**src/rtl/pinirq_pkg.sv**
```systemverilog
package pinirq_pkg;
  // register addresses
  localparam int ADDR_SENSE = 0;
  localparam int ADDR_PRIO  = 1;
  localparam int ADDR_SRC   = 2;
  localparam int ADDR_MSET  = 3;
  localparam int ADDR_MCLR  = 4;

  // sense codes (widened to 4 bits before decoding)
  localparam logic [3:0] SNS_FALL = 4'd0;
  localparam logic [3:0] SNS_RISE = 4'd1;
  localparam logic [3:0] SNS_LOW  = 4'd2;
  localparam logic [3:0] SNS_HIGH = 4'd3;
  localparam logic [3:0] SNS_BOTH = 4'd4;
endpackage

```
**src/rtl/pinirq_sync.sv**
```systemverilog
module pinirq_sync #(
  parameter int NUM_PINS = 8
) (
  input  logic                clk,
  input  logic                rst,
  input  logic [NUM_PINS-1:0] async_in,
  output logic [NUM_PINS-1:0] sync_out
);
  logic [NUM_PINS-1:0] stage1_q;
  logic [NUM_PINS-1:0] stage2_q;

  always_ff @(posedge clk) begin
    if (rst) begin
      stage1_q <= '0;
      stage2_q <= '0;
    end else begin
      stage1_q <= async_in;
      stage2_q <= stage1_q;
    end
  end

  assign sync_out = stage2_q;
endmodule

```
**src/rtl/pinirq_detect.sv**
```systemverilog
module pinirq_detect
  import pinirq_pkg::*;
#(
  parameter int SENSE_W = 4
) (
  input  logic               clk,
  input  logic               rst,
  input  logic               lvl,      // synchronised pin level
  input  logic [SENSE_W-1:0] mode,
  input  logic               clr_req,  // write-zero clear for this pin
  output logic               req
);
  logic       prev_q;
  logic       req_q;
  logic [3:0] code;
  logic       rise, fall, is_level, level_on, edge_hit;

  always_comb begin
    code     = 4'(mode);
    rise     = lvl & ~prev_q;
    fall     = ~lvl & prev_q;
    is_level = 1'b0;
    level_on = 1'b0;
    edge_hit = 1'b0;
    case (code)
      SNS_FALL: edge_hit = fall;
      SNS_RISE: edge_hit = rise;
      SNS_LOW:  begin is_level = 1'b1; level_on = ~lvl; end
      SNS_HIGH: begin is_level = 1'b1; level_on = lvl;  end
      SNS_BOTH: edge_hit = rise | fall;
      default:  edge_hit = 1'b0;   // disabled codes
    endcase
  end

  always_ff @(posedge clk) begin
    if (rst) begin
      prev_q <= 1'b0;
      req_q  <= 1'b0;
    end else begin
      prev_q <= lvl;
      if (is_level)      req_q <= level_on;
      else if (edge_hit) req_q <= 1'b1;
      else if (clr_req)  req_q <= 1'b0;
    end
  end

  assign req = req_q;

  // an armed rising edge always latches the request
  p_rise_sets_r3: assert property (@(posedge clk) disable iff (rst)
    (code == SNS_RISE && lvl && !prev_q) |=> req_q);

  // high-level mode follows the synchronised level
  p_high_follows_r4: assert property (@(posedge clk) disable iff (rst)
    (code == SNS_HIGH) |=> (req_q == $past(lvl)));

  // disabled codes never create a request
  p_disabled_no_set_r6: assert property (@(posedge clk) disable iff (rst)
    (code >= 4'd5 && !req_q) |=> !req_q);
endmodule

```
**src/rtl/pinirq_regs.sv**
```systemverilog
module pinirq_regs
  import pinirq_pkg::*;
#(
  parameter int NUM_PINS = 8,
  parameter int SENSE_W  = 4,
  parameter int PRIO_W   = 4,
  parameter int DATA_W   = 32,
  parameter int ADDR_W   = 3
) (
  input  logic                         clk,
  input  logic                         rst,
  input  logic                         bus_wr,
  input  logic                         bus_rd,
  input  logic [ADDR_W-1:0]            bus_addr,
  input  logic [DATA_W-1:0]            bus_wdata,
  output logic [DATA_W-1:0]            bus_rdata,
  input  logic [NUM_PINS-1:0]          src_packed,  // MSB-first request view
  output logic [NUM_PINS*SENSE_W-1:0]  sense_flat,
  output logic [NUM_PINS*PRIO_W-1:0]   prio_flat,
  output logic [NUM_PINS-1:0]          mask,        // pin-indexed
  output logic [NUM_PINS-1:0]          src_clr      // pin-indexed
);
  localparam int SENSE_BITS = NUM_PINS * SENSE_W;
  localparam int PRIO_BITS  = NUM_PINS * PRIO_W;

  logic [SENSE_BITS-1:0] sense_q;
  logic [PRIO_BITS-1:0]  prio_q;
  logic [NUM_PINS-1:0]   mask_q;
  logic [DATA_W-1:0]     rdata_q;
  logic                  wr_sense, wr_prio, wr_src, wr_mset, wr_mclr;

  always_comb begin
    wr_sense = bus_wr && (int'(bus_addr) == ADDR_SENSE);
    wr_prio  = bus_wr && (int'(bus_addr) == ADDR_PRIO);
    wr_src   = bus_wr && (int'(bus_addr) == ADDR_SRC);
    wr_mset  = bus_wr && (int'(bus_addr) == ADDR_MSET);
    wr_mclr  = bus_wr && (int'(bus_addr) == ADDR_MCLR);
  end

  generate
    for (genvar n = 0; n < NUM_PINS; n++) begin : g_pin
      localparam int BITPOS = NUM_PINS - 1 - n;

      assign src_clr[n] = wr_src && !bus_wdata[BITPOS];

      always_ff @(posedge clk) begin
        if (rst)                               mask_q[n] <= 1'b1;
        else if (wr_mset && bus_wdata[BITPOS]) mask_q[n] <= 1'b1;
        else if (wr_mclr && bus_wdata[BITPOS]) mask_q[n] <= 1'b0;
      end

      // a 1 written to mask-set masks the pin
      p_mset_r9: assert property (@(posedge clk) disable iff (rst)
        (wr_mset && bus_wdata[BITPOS]) |=> mask_q[n]);
    end
  endgenerate

  always_ff @(posedge clk) begin
    if (rst) begin
      sense_q <= '0;
      prio_q  <= '0;
    end else begin
      if (wr_sense) sense_q <= bus_wdata[SENSE_BITS-1:0];
      if (wr_prio)  prio_q  <= bus_wdata[PRIO_BITS-1:0];
    end
  end

  always_ff @(posedge clk) begin
    if (rst) begin
      rdata_q <= '0;
    end else if (bus_rd) begin
      case (int'(bus_addr))
        ADDR_SENSE: rdata_q <= DATA_W'(sense_q);
        ADDR_PRIO:  rdata_q <= DATA_W'(prio_q);
        ADDR_SRC:   rdata_q <= DATA_W'(src_packed);
        default:    rdata_q <= '0;
      endcase
    end
  end

  assign sense_flat = sense_q;
  assign prio_flat  = prio_q;
  assign mask       = mask_q;
  assign bus_rdata  = rdata_q;

  // write-only addresses read as zero
  p_wo_reads_zero_r10: assert property (@(posedge clk) disable iff (rst)
    (bus_rd && (int'(bus_addr) == ADDR_MSET || int'(bus_addr) == ADDR_MCLR))
      |=> (rdata_q == '0));
endmodule

```
**src/rtl/pin_irq_ctrl.sv**
```systemverilog
module pin_irq_ctrl
  import pinirq_pkg::*;
#(
  parameter int NUM_PINS = 8,
  parameter int SENSE_W  = 4,
  parameter int PRIO_W   = 4,
  parameter int DATA_W   = 32,
  parameter int ADDR_W   = 3
) (
  input  logic                clk,
  input  logic                rst,
  input  logic [NUM_PINS-1:0] pin_in,
  input  logic                bus_wr,
  input  logic                bus_rd,
  input  logic [ADDR_W-1:0]   bus_addr,
  input  logic [DATA_W-1:0]   bus_wdata,
  output logic [DATA_W-1:0]   bus_rdata,
  output logic [NUM_PINS-1:0] irq_out
);
  logic [NUM_PINS-1:0]         pin_s;
  logic [NUM_PINS-1:0]         req;
  logic [NUM_PINS-1:0]         src_packed;
  logic [NUM_PINS-1:0]         mask;
  logic [NUM_PINS-1:0]         src_clr;
  logic [NUM_PINS*SENSE_W-1:0] sense_flat;
  logic [NUM_PINS*PRIO_W-1:0]  prio_flat;
  logic [NUM_PINS-1:0]         irq_q;

  pinirq_sync #(.NUM_PINS(NUM_PINS)) i_sync (
    .clk(clk), .rst(rst), .async_in(pin_in), .sync_out(pin_s)
  );

  pinirq_regs #(
    .NUM_PINS(NUM_PINS), .SENSE_W(SENSE_W), .PRIO_W(PRIO_W),
    .DATA_W(DATA_W), .ADDR_W(ADDR_W)
  ) i_regs (
    .clk(clk), .rst(rst),
    .bus_wr(bus_wr), .bus_rd(bus_rd), .bus_addr(bus_addr),
    .bus_wdata(bus_wdata), .bus_rdata(bus_rdata),
    .src_packed(src_packed), .sense_flat(sense_flat),
    .prio_flat(prio_flat), .mask(mask), .src_clr(src_clr)
  );

  generate
    for (genvar n = 0; n < NUM_PINS; n++) begin : g_pin
      localparam int SLOT = NUM_PINS - 1 - n;
      logic [SENSE_W-1:0] mode;
      logic [PRIO_W-1:0]  prio;
      logic               prio_on;

      assign mode    = sense_flat[SLOT*SENSE_W +: SENSE_W];
      assign prio    = prio_flat[SLOT*PRIO_W +: PRIO_W];
      assign prio_on = |prio;
      assign src_packed[SLOT] = req[n];

      pinirq_detect #(.SENSE_W(SENSE_W)) i_detect (
        .clk(clk), .rst(rst), .lvl(pin_s[n]), .mode(mode),
        .clr_req(src_clr[n]), .req(req[n])
      );

      always_ff @(posedge clk) begin
        if (rst) irq_q[n] <= 1'b0;
        else     irq_q[n] <= req[n] & ~mask[n] & prio_on;
      end

      // a set mask keeps the line low on the next cycle
      p_mask_blocks_r11: assert property (@(posedge clk) disable iff (rst)
        mask[n] |=> !irq_q[n]);
      // no line without a pending request
      p_needs_req_r11: assert property (@(posedge clk) disable iff (rst)
        irq_q[n] |-> $past(req[n]));
      // a zero priority field blocks the line
      p_prio_zero_r12: assert property (@(posedge clk) disable iff (rst)
        !prio_on |=> !irq_q[n]);
    end
  endgenerate

  assign irq_out = irq_q;
endmodule

```
**config.mk**
```make
export PLATFORM = sky130hd
export DESIGN_NAME = pin_irq_ctrl
export DESIGN_NICKNAME = d
export VERILOG_FILES = /design/src/rtl/pinirq_pkg.sv /design/src/rtl/pinirq_sync.sv /design/src/rtl/pinirq_detect.sv /design/src/rtl/pinirq_regs.sv /design/src/rtl/pin_irq_ctrl.sv
export SDC_FILE = /design/constraint.sdc
export NUM_CORES = 1
export LEC_CHECK = 0
export ABC_AREA = 1
export ABC_CLOCK_PERIOD_IN_PS = 2690
export BUFFER_PORTS_ARGS = -buffer_cell sky130_fd_sc_hd__buf_2
export CAP_MARGIN = 10
export CORE_MARGIN = 8
export CORE_UTILIZATION = 60
export CTS_CLUSTER_DIAMETER = 100
export DETAILED_ROUTE_END_ITERATION = 8
export PLACE_DENSITY = 0.92
export SYNTH_ARGS = -nofsm -noshare
export SYNTH_HDL_FRONTEND = slang
export SYNTH_HIERARCHICAL = 1
export SYNTH_SLANG_ARGS = --single-unit
```
**constraint.sdc**
```tcl
create_clock -name clk -period 2.69 [get_ports clk]
set_input_delay 0.6725 -clock clk [delete_from_list [all_inputs] [get_ports clk]]
set_output_delay 0.6725 -clock clk [all_outputs]
set_load 0.05 [all_outputs]
```
After elaboration in Yosys (flattened, before gate mapping)
Index checks and enable logic that the tools add are counted.
{"block": "word_totals", "input_bits": 47, "ff_bits": 144, "elab_cells": 267}
{"block": "classes", "reduce_logical": 79, "eq_ne": 38, "mux": 49, "bitwise_logic": 64}
{"operator": "$pmux W32 S3", "n": 1}
{"operator": "$eq A4 B2 Y1 const B", "n": 16}
{"operator": "$and A1 B1 Y1", "n": 32}
{"operator": "$eq A4 B1 Y1 const B", "n": 8}
{"operator": "$eq A4 B3 Y1 const B", "n": 8}
{"operator": "$logic_not A4 Y1", "n": 8}
{"operator": "$mux W1", "n": 32}
{"operator": "$reduce_or A2 Y1", "n": 16}
{"operator": "$reduce_or A4 Y1", "n": 8}
{"operator": "$logic_and A1 B1 Y1", "n": 29}
{"operator": "$not A1 Y1", "n": 24}
{"operator": "$pmux W1 S3", "n": 8}
{"operator": "$reduce_bool A3 Y1", "n": 8}
{"operator": "$pmux W1 S2", "n": 8}
{"operator": "$eq A3 B3 Y1 const B", "n": 3}
{"operator": "$logic_not A1 Y1", "n": 8}
{"operator": "$or A1 B1 Y1", "n": 8}
{"operator": "$eq A3 B2 Y1 const B", "n": 2}
{"operator": "$logic_not A3 Y1", "n": 2}
{"operator": "$eq A3 B1 Y1 const B", "n": 1}

Longest topological paths before layout
Gate-level depths: netlist of the first run.
{"block": "logic_depth", "ltp_word": 6, "mapped_depth": 8, "mapped_depth_nobuf": 7}

By module
Netlist of the first run, hierarchy kept.
{"module": "pinirq_regs", "area_each_um2": 4216.5, "cells_each": 569, "seq_area_each_um2": 2082.0, "instances": 1}
{"module": "pinirq_detect", "area_each_um2": 156.4, "cells_each": 25, "seq_area_each_um2": 40.0, "instances": 8}
{"module": "pin_irq_ctrl", "area_each_um2": 491.7, "cells_each": 89, "seq_area_each_um2": 160.2, "instances": 1}
{"module": "pinirq_sync", "area_each_um2": 474.2, "cells_each": 50, "seq_area_each_um2": 320.3, "instances": 1}

Worst setup path before layout of the first run
Ideal clock, no wire load.
{"block": "synth_timing", "path_kind": "input port to flip-flop", "from": "input bus_addr[2]", "to": "register g_pin[0].i_detect.req_q", "required_time_ns": 2.574, "cell_stages": 7, "arrival_time_ns": 1.609, "n_path_buf": 1, "path_slack_ns": 0.965, "path_cell_list": "inv_2 > buf_1 > nand4_1 > nor2_1 > inv_1 > nand2_1 > a21oi_1"}
{"block": "synth_between", "elab_chain_len": 4}
{"item": "start, declared", "line": "pin_irq_ctrl.sv:15", "text": "input logic [ADDR_W-1:0] bus_addr,"}
{"item": "$eq A3 B3 Y1", "line": "pinirq_regs.sv:35", "text": "wr_src = bus_wr && (int'(bus_addr) == ADDR_SRC);"}
{"item": "$logic_and A1 B1 Y1", "line": "pinirq_regs.sv:35"}
{"item": "$logic_and A1 B1 Y1", "line": "pinirq_regs.sv:44", "text": "assign src_clr[n] = wr_src && !bus_wdata[BITPOS];"}
{"item": "via src_clr[0]", "line": "pin_irq_ctrl.sv:24", "text": "logic [NUM_PINS-1:0] src_clr;"}
{"item": "$reduce_bool A3 Y1 (no line)"}
{"item": "end signal, assigned", "line": "pinirq_detect.sv:41", "text": "if (is_level) req_q <= level_on;"}
{"item": "end, declared", "line": "pinirq_detect.sv:14", "text": "logic req_q;"}
The timed path passes the listed nets, and every way through them passes these cells.
A chain may end at the register's enable or synchronous reset.

Worst setup path after layout of the first run
{"block": "layout_timing", "from": "register i_regs.rdata_q[10] (netlist: i_regs/bus_rdata[10])", "to": "output bus_rdata[10]"}
{"item": "start, declared", "line": "pinirq_regs.sv:29", "text": "logic [DATA_W-1:0] rdata_q;"}
{"item": "start signal, assigned", "line": "pinirq_regs.sv:73", "text": "ADDR_SENSE: rdata_q <= DATA_W'(sense_q);"}
{"item": "start signal, assigned", "line": "pinirq_regs.sv:74", "text": "ADDR_PRIO: rdata_q <= DATA_W'(prio_q);"}
{"item": "start signal, assigned", "line": "pinirq_regs.sv:75", "text": "ADDR_SRC: rdata_q <= DATA_W'(src_packed);"}
{"item": "end, declared", "line": "pin_irq_ctrl.sv:17", "text": "output logic [DATA_W-1:0] bus_rdata,"}
No word-level cell between the ends.

==> results.cfg, run 1 <==
[status]
status = finished, final reports clean

[critical_path]
crit_required_ns = 2.02
critPathTopFamily = flip-flops
rrSetupSlack_ns = 1.42
path_cells = buf_2
crit_type = reg -> out
crit_path_start_kind = flip-flop
worstSetupEndpointType = primary output
arrival_ns = 1.23
worst_path_max_delay_cell = dfxtp_1
critPathMaxStageDelay_ns = 0.40
worstPathMaxFanout = 2
cp_num_buf_inv = 1

[global_route]
antenna_found_initial = 0
grt_usage_pct = 23.5
grt_pass1_vias = 5837
grt_overflow = 0
grt_pass1_wl_mm = 27.3
grt_max_degree = 73

[placed_design]
gp_congestion = 0.881
dpl-instance-area_sq_um = 6890
portBuffers = 86
placed_cells = 1102
dp_hpwl_mm = 10.7

[pwr]
power_switching_mw = 1.22
seqPwrFrac_pct = 44.6
ir_drop_v = 0.000444
p_leak_nw = 3.53
power_density_nw_per_um2 = 675
clockPowerShare_pct = 48.4
p_sw_share_pct = 24.1
p_int_mw = 3.85
combPwrFrac_pct = 7.0

[layout]
nets = 1044
num_antenna_cells = 0
final_common_cell = nand2_1
fillCellCount = 864
final_cell_mix = nand2_1, nor2_1, dfxtp_1, inv_1, buf_2
drive_gt1_share_pct = 16.4
syn2layout_area_growth_pct = 16.7
design_area_sq_um = 7510
fin_cells = 1134

[yosys]
syn-cell-area_sq_um = 6430
ys_ff_latch = 144
ys_types = 25
yosysTopAreaCellShare_pct = 44.8
netlist_instances = 908
synthTopCellsByArea = dfxtp_1, nand2_1, nor2_1, inv_1, o21ai_0
syn_area_per_cell_sq_um = 7.09
ys_seq_area_share_pct = 44.8
synth_area_leader_cell = dfxtp_1
syn_nets = 971
yosys_warnings = 6

[route]
drtPass1Iterations = 5
drtIter0Drc = 581
postRouteAntennaNets = 0
drc = 0
viasPerCell = 5.41
via_count = 6133
routed_wl_mm = 17.0
wl_per_cell_microns = 15.0

[cts]
cts_num_sinks = 144
cts_tree = yes
cts_inserted_buffers = 17
post_cts_buffers = 0
cts.repair.resized = 0
cts.hold.buffers_added = 0
clk_pin_slew_ns = 0.06
cts_max_path_buffers = 2
clk_latency_ns = 0.54
cts_root_buffer = clkbuf_8
h-tree-depth = 4

[min_path]
hold_class = in -> reg

[sta]
min_period_over_period_pct = 70.6
worst-slew-pin-transition_ns = 0.886
skew_ns = 0.00792
max_freq_mhz = 526
rsz0062_at_grt = false
hold_viol_final = 0
slew_viol_final = 0
finalCriticalPeriod_ns = 1.90
slew-limit-headroom_pct = 40.9
setup_violations = 0
tns_ns = 0

[die]
start_util_pct = 60.4
dieArea_sq_um = 14300
die_w_microns = 120
pin_count = 87
std_cell_rows = 38
die_h_microns = 120
core-area_sq_um = 10700

[flow_run]
max-cap-violations = 0
==> registers in the layout (all words and copies together) (netlist names) <==
register,flops
irq_out,8
i_sync/stage1_q,8
i_regs/mask,8
i_regs/prio_flat,32
g_pin.i_detect/req,8
i_regs/bus_rdata,32
i_regs/sense_flat,32
g_pin.i_detect/prev_q,8
i_sync/sync_out,8
==> worst register-to-register path, cell delays in order (launching register included) <==
cell and delay, ns:
dfxtp_1 0.39, inv_1 0.08, ha_1 0.29, inv_1 0.05, nand2_1 0.05, nand2_1 0.07
nand3_1 0.10, a21oi_1 0.17
==> through the flow <==
stage	utilization (%)	power [mW]	setup slack, ns	hold slack [ns]
2_1_floorplan	-	2.52	0.965	0.388
3_3_place_gp	64.7	2.63	0.587	0.390
3_5_place_dp	64.7	2.64	0.501	0.397
4_1_cts	70.5	5.08	0.801	0.326
5_1_grt	70.5	5.23	0.777	0.331
6_report	70.5	5.07	0.790	0.336
==> cell usage after synthesis (all sizes together) <==
cell type and number:
nand2 218, nor2 172, dfxtp 144, inv 112, o21ai 72, a21oi 64, nand3 30, buf 23
clkbuf 18, ha 16, nand4 13, o211ai 8, o21bai 8, xor2 8, clkinv 1, nor3 1
==> per-layer routing <==
layer | track usage [%] | vias up | wire length [microns]
met3 | 5.73 | 59 | 1420
met5 | 0 | - | 0
met2 | 38.4 | 298 | 8030
met4 | 14.5 | 0 | 688
li1 | - | 2980 | -
met1 | 27.5 | 2796 | 6870
==> final timing paths <==
check	endpoint	cells after the start	from
max	bus_rdata[10]	1	i_regs/bus_rdata[10]$_SDFFE_PP0P_
min	i_sync/stage1_q[7]$_SDFF_PP0_	3	pin_in[7]
max reg2reg	g_pin[5].i_detect/req$_SDFFE_PP0P_	7	i_sync/sync_out[5]$_SDFF_PP0_
min reg2reg	i_sync/sync_out[7]$_SDFF_PP0_	2	i_sync/stage1_q[7]$_SDFF_PP0_
==> area by class of cell <==
type,count,area [sq um],area share (%)
Clock buffer,19,432,5.75
Clock inverter,13,185,2.47
Inverter,113,424,5.65
Multi-Input combinational cell,610,2900,38.6
Sequential cell,144,2880,38.4
Tap cell,140,175,2.33
Timing Repair Buffer,95,510,6.80
==> cells by family (layout without fill, tap and decap cells) <==
| logic type | count (synthesis) | in the layout | synth area share, % |
|---|---|---|---|
| AO/OA/AOI/OAI | 152 | 152 | 13.4 |
| XOR/XNOR | 8 | 8 | 1.09 |
| adder cells (fa/ha/maj) | 16 | 16 | 3.11 |
| buffers and inverters | 154 | 240 | 10.2 |
| flip-flops | 144 | 144 | 44.8 |
| AND/OR/NAND/NOR | 434 | 434 | 27.4 |
==> power groups by stage <==
| stage | logic, mW | registers [mW] | clock network (mW) |
|---|---|---|---|
| 5_1_grt | 0.392 | 2.26 | 2.57 |
| 6_report | 0.356 | 2.26 | 2.45 |
| 2_1_floorplan | 0.227 | 2.30 | 0 |
| 3_5_place_dp | 0.343 | 2.30 | 0 |
| 3_3_place_gp | 0.333 | 2.30 | 0 |
| 4_1_cts | 0.351 | 2.26 | 2.47 |
Power figures use the tool's default switching activity.
==> run 2, diff against run 1 <==
--- a/config.mk
+++ b/config.mk
@@ -6,14 +6,14 @@
 export NUM_CORES = 1
 export LEC_CHECK = 0
 export ABC_AREA = 1
-export ABC_CLOCK_PERIOD_IN_PS = 2690
+export ABC_CLOCK_PERIOD_IN_PS = 1700
 export BUFFER_PORTS_ARGS = -buffer_cell sky130_fd_sc_hd__buf_2
 export CAP_MARGIN = 10
 export CORE_MARGIN = 8
-export CORE_UTILIZATION = 60
+export CORE_UTILIZATION = 52
 export CTS_CLUSTER_DIAMETER = 100
 export DETAILED_ROUTE_END_ITERATION = 8
-export PLACE_DENSITY = 0.92
+export PLACE_DENSITY = 0.85
 export SYNTH_ARGS = -nofsm -noshare
 export SYNTH_HDL_FRONTEND = slang
 export SYNTH_HIERARCHICAL = 1
==> constraint.sdc (replaced) <==
create_clock -name clk -period 1.7 [get_ports clk]
set_input_delay 0.425 -clock clk [delete_from_list [all_inputs] [get_ports clk]]
set_output_delay 0.425 -clock clk [all_outputs]
set_load 0.05 [all_outputs]
==> run 2 against run 1 <==
  * Worst setup slack worse by 0.59 ns
  * Combinational power increased by 64%
  * Highest routed layer unchanged
  * Non-clock buffer count rose by 17
  * Via count down 2.1%
  * Total power grew 65%
  * Utilization shrank 6.0 points
  * Register-to-register slack worse by 0.97 ns
  * Clock skew fell by 0.0010 ns
  * Die area increased by 13%
  * Routed wire length shrank 2.6%
  * Critical endpoint is now bus_rdata[31]
==> results.cfg, run 2 (synthesized netlist as in run 1, its figures left out) <==
[placed_design]
gp_congestion = 0.838
portBuffers = 86
dp_hpwl_mm = 11.2
dpl-instance-area_sq_um = 7110

[pwr]
ir_drop_v = 0.000946
combPwrFrac_pct = 7.0
p_leak_nw = 3.65
total_power_mw = 8.35
clockPowerShare_pct = 50.2
seqPwrFrac_pct = 42.8
p_sw_share_pct = 22.9
power_switching_mw = 1.92
p_int_mw = 6.43
power_density_nw_per_um2 = 1070

[sta]
skew_ns = 0.00689
slew-limit-headroom_pct = 66.8
setup_violations = 0
finalCriticalPeriod_ns = 1.50
max_freq_mhz = 668
worst-slew-pin-transition_ns = 0.497
slew_viol_final = 0
tns_ns = 0
rsz0062_at_grt = false
hold_viol_final = 0
min_period_over_period_pct = 88.1

[cts]
cts.repair.resized = 0
cts_root_buffer = clkbuf_16
cts.hold.buffers_added = 0
cts_inserted_buffers = 17
h-tree-depth = 4
post_cts_buffers = 0
cts_tree = yes
cts_num_sinks = 144
clk_latency_ns = 0.43
clk_pin_slew_ns = 0.06
cts_max_path_buffers = 2

[global_route]
grt_overflow = 0
grt_pass1_vias = 5630
antenna_found_initial = 0
grt_usage_pct = 20.9
grt_pass1_wl_mm = 26.9
grt_max_degree = 73

[die]
dieArea_sq_um = 16200
core-area_sq_um = 12100
pin_count = 87
die_w_microns = 127
std_cell_rows = 40
die_h_microns = 127
start_util_pct = 53.3

[route]
drtIter0Drc = 444
drtPass1Iterations = 5
postRouteAntennaNets = 0
wl_per_cell_microns = 14.1
via_count = 6007
viasPerCell = 5.09
drc = 0
routed_wl_mm = 16.6

[layout]
final_cell_mix = nand2_1, nor2_1, dfxtp_1, inv_1, buf_2
syn2layout_area_growth_pct = 20.9
drive_gt1_share_pct = 17.9
nets = 1061
design_area_sq_um = 7780
final_common_cell = nand2_1
num_antenna_cells = 0

[critical_path]
critPathTopFamily = flip-flops
path_cells = buf_2
crit_required_ns = 1.27
worst_path_max_delay_cell = dfxtp_1
worstPathMaxFanout = 2
crit_type = reg -> out
arrival_ns = 1.07
crit_path_start_kind = flip-flop
cp_num_buf_inv = 1
worstSetupEndpointType = primary output
critPathMaxStageDelay_ns = 0.36

[flow_run]
max-cap-violations = 0

[status]
status = finished, final reports clean

[min_path]
hold_class = in -> reg
[run 2: cell types whose count changed in the layout (fill, tap and decap cells not counted)]
cell	delta
buf_4	+12
buf_12	+5
clkbuf_16	+1
clkinv_2	+1
clkbuf_8	-2
clkbuf_1	-1
bufinv_16	+2
inv_6	-1
[run 2: worst paths after layout]
| check | from | end | slack, ns | cells after the start |
|---|---|---|---|---|
| setup / recovery | i_regs/bus_rdata[31]$_SDFFE_PP0P_ | bus_rdata[31] | 0.20 | 1 |
| hold reg to reg | i_sync/stage1_q[7]$_SDFF_PP0_ | i_sync/sync_out[7]$_SDFF_PP0_ | 0.41 | 2 |
| hold / removal | pin_in[3] | i_sync/stage1_q[3]$_SDFF_PP0_ | 0.19 | 3 |
| setup reg to reg | i_sync/sync_out[6]$_SDFF_PP0_ | g_pin[6].i_detect/req$_SDFFE_PP0P_ | 0.45 | 7 |
[run 2: worst min-delay path: stages]
cell and delay [ns]:
buf_2 0.07, inv_1 0.03, nor2_2 0.05
[run 2: stage by stage]
step / util, % / hold WS, ns / cells / setup WS [ns]
final: 64.5 / 0.190 / 1179 / 0.202
after global routing: 64.5 / 0.196 / 1179 / 0.185
after CTS: 64.5 / 0.179 / 1179 / 0.183
after detailed placement: 59.0 / 0.399 / 1147 / 0.0912
after global placement: 59.0 / 0.389 / 1147 / 0.148
after floorplan: - / 0.388 / 908 / 0.223
[run 2: layer usage]
metal	track usage, %	part of all wire (%)	wire, microns	up-vias
met4	8.33	2.0	328	0
met1	24.7	42	6890	2749
met3	5.91	7.9	1320	28
li1	-	-	-	3009
met5	0	0	0	-
met2	35.2	48	8030	221
[run 2: power by group through the flow]
stage / sequential [mW] / clock, mW / combinational [mW]
after global placement: 3.64 / 0 / 0.565
after global routing: 3.58 / 4.38 / 0.654
after CTS: 3.57 / 4.24 / 0.583
after detailed placement: 3.64 / 0 / 0.578
final: 3.57 / 4.19 / 0.584
after floorplan: 3.63 / 0 / 0.359
[run 2: area by class of cell]
class,instances,area (sq um)
Clock inverter,15,241
Fill cell,1036,4280
Multi-Input combinational cell,610,2900
Sequential cell,144,2880
Inverter,113,424
Timing Repair Buffer,112,701
Clock buffer,17,425
Tap cell,168,210
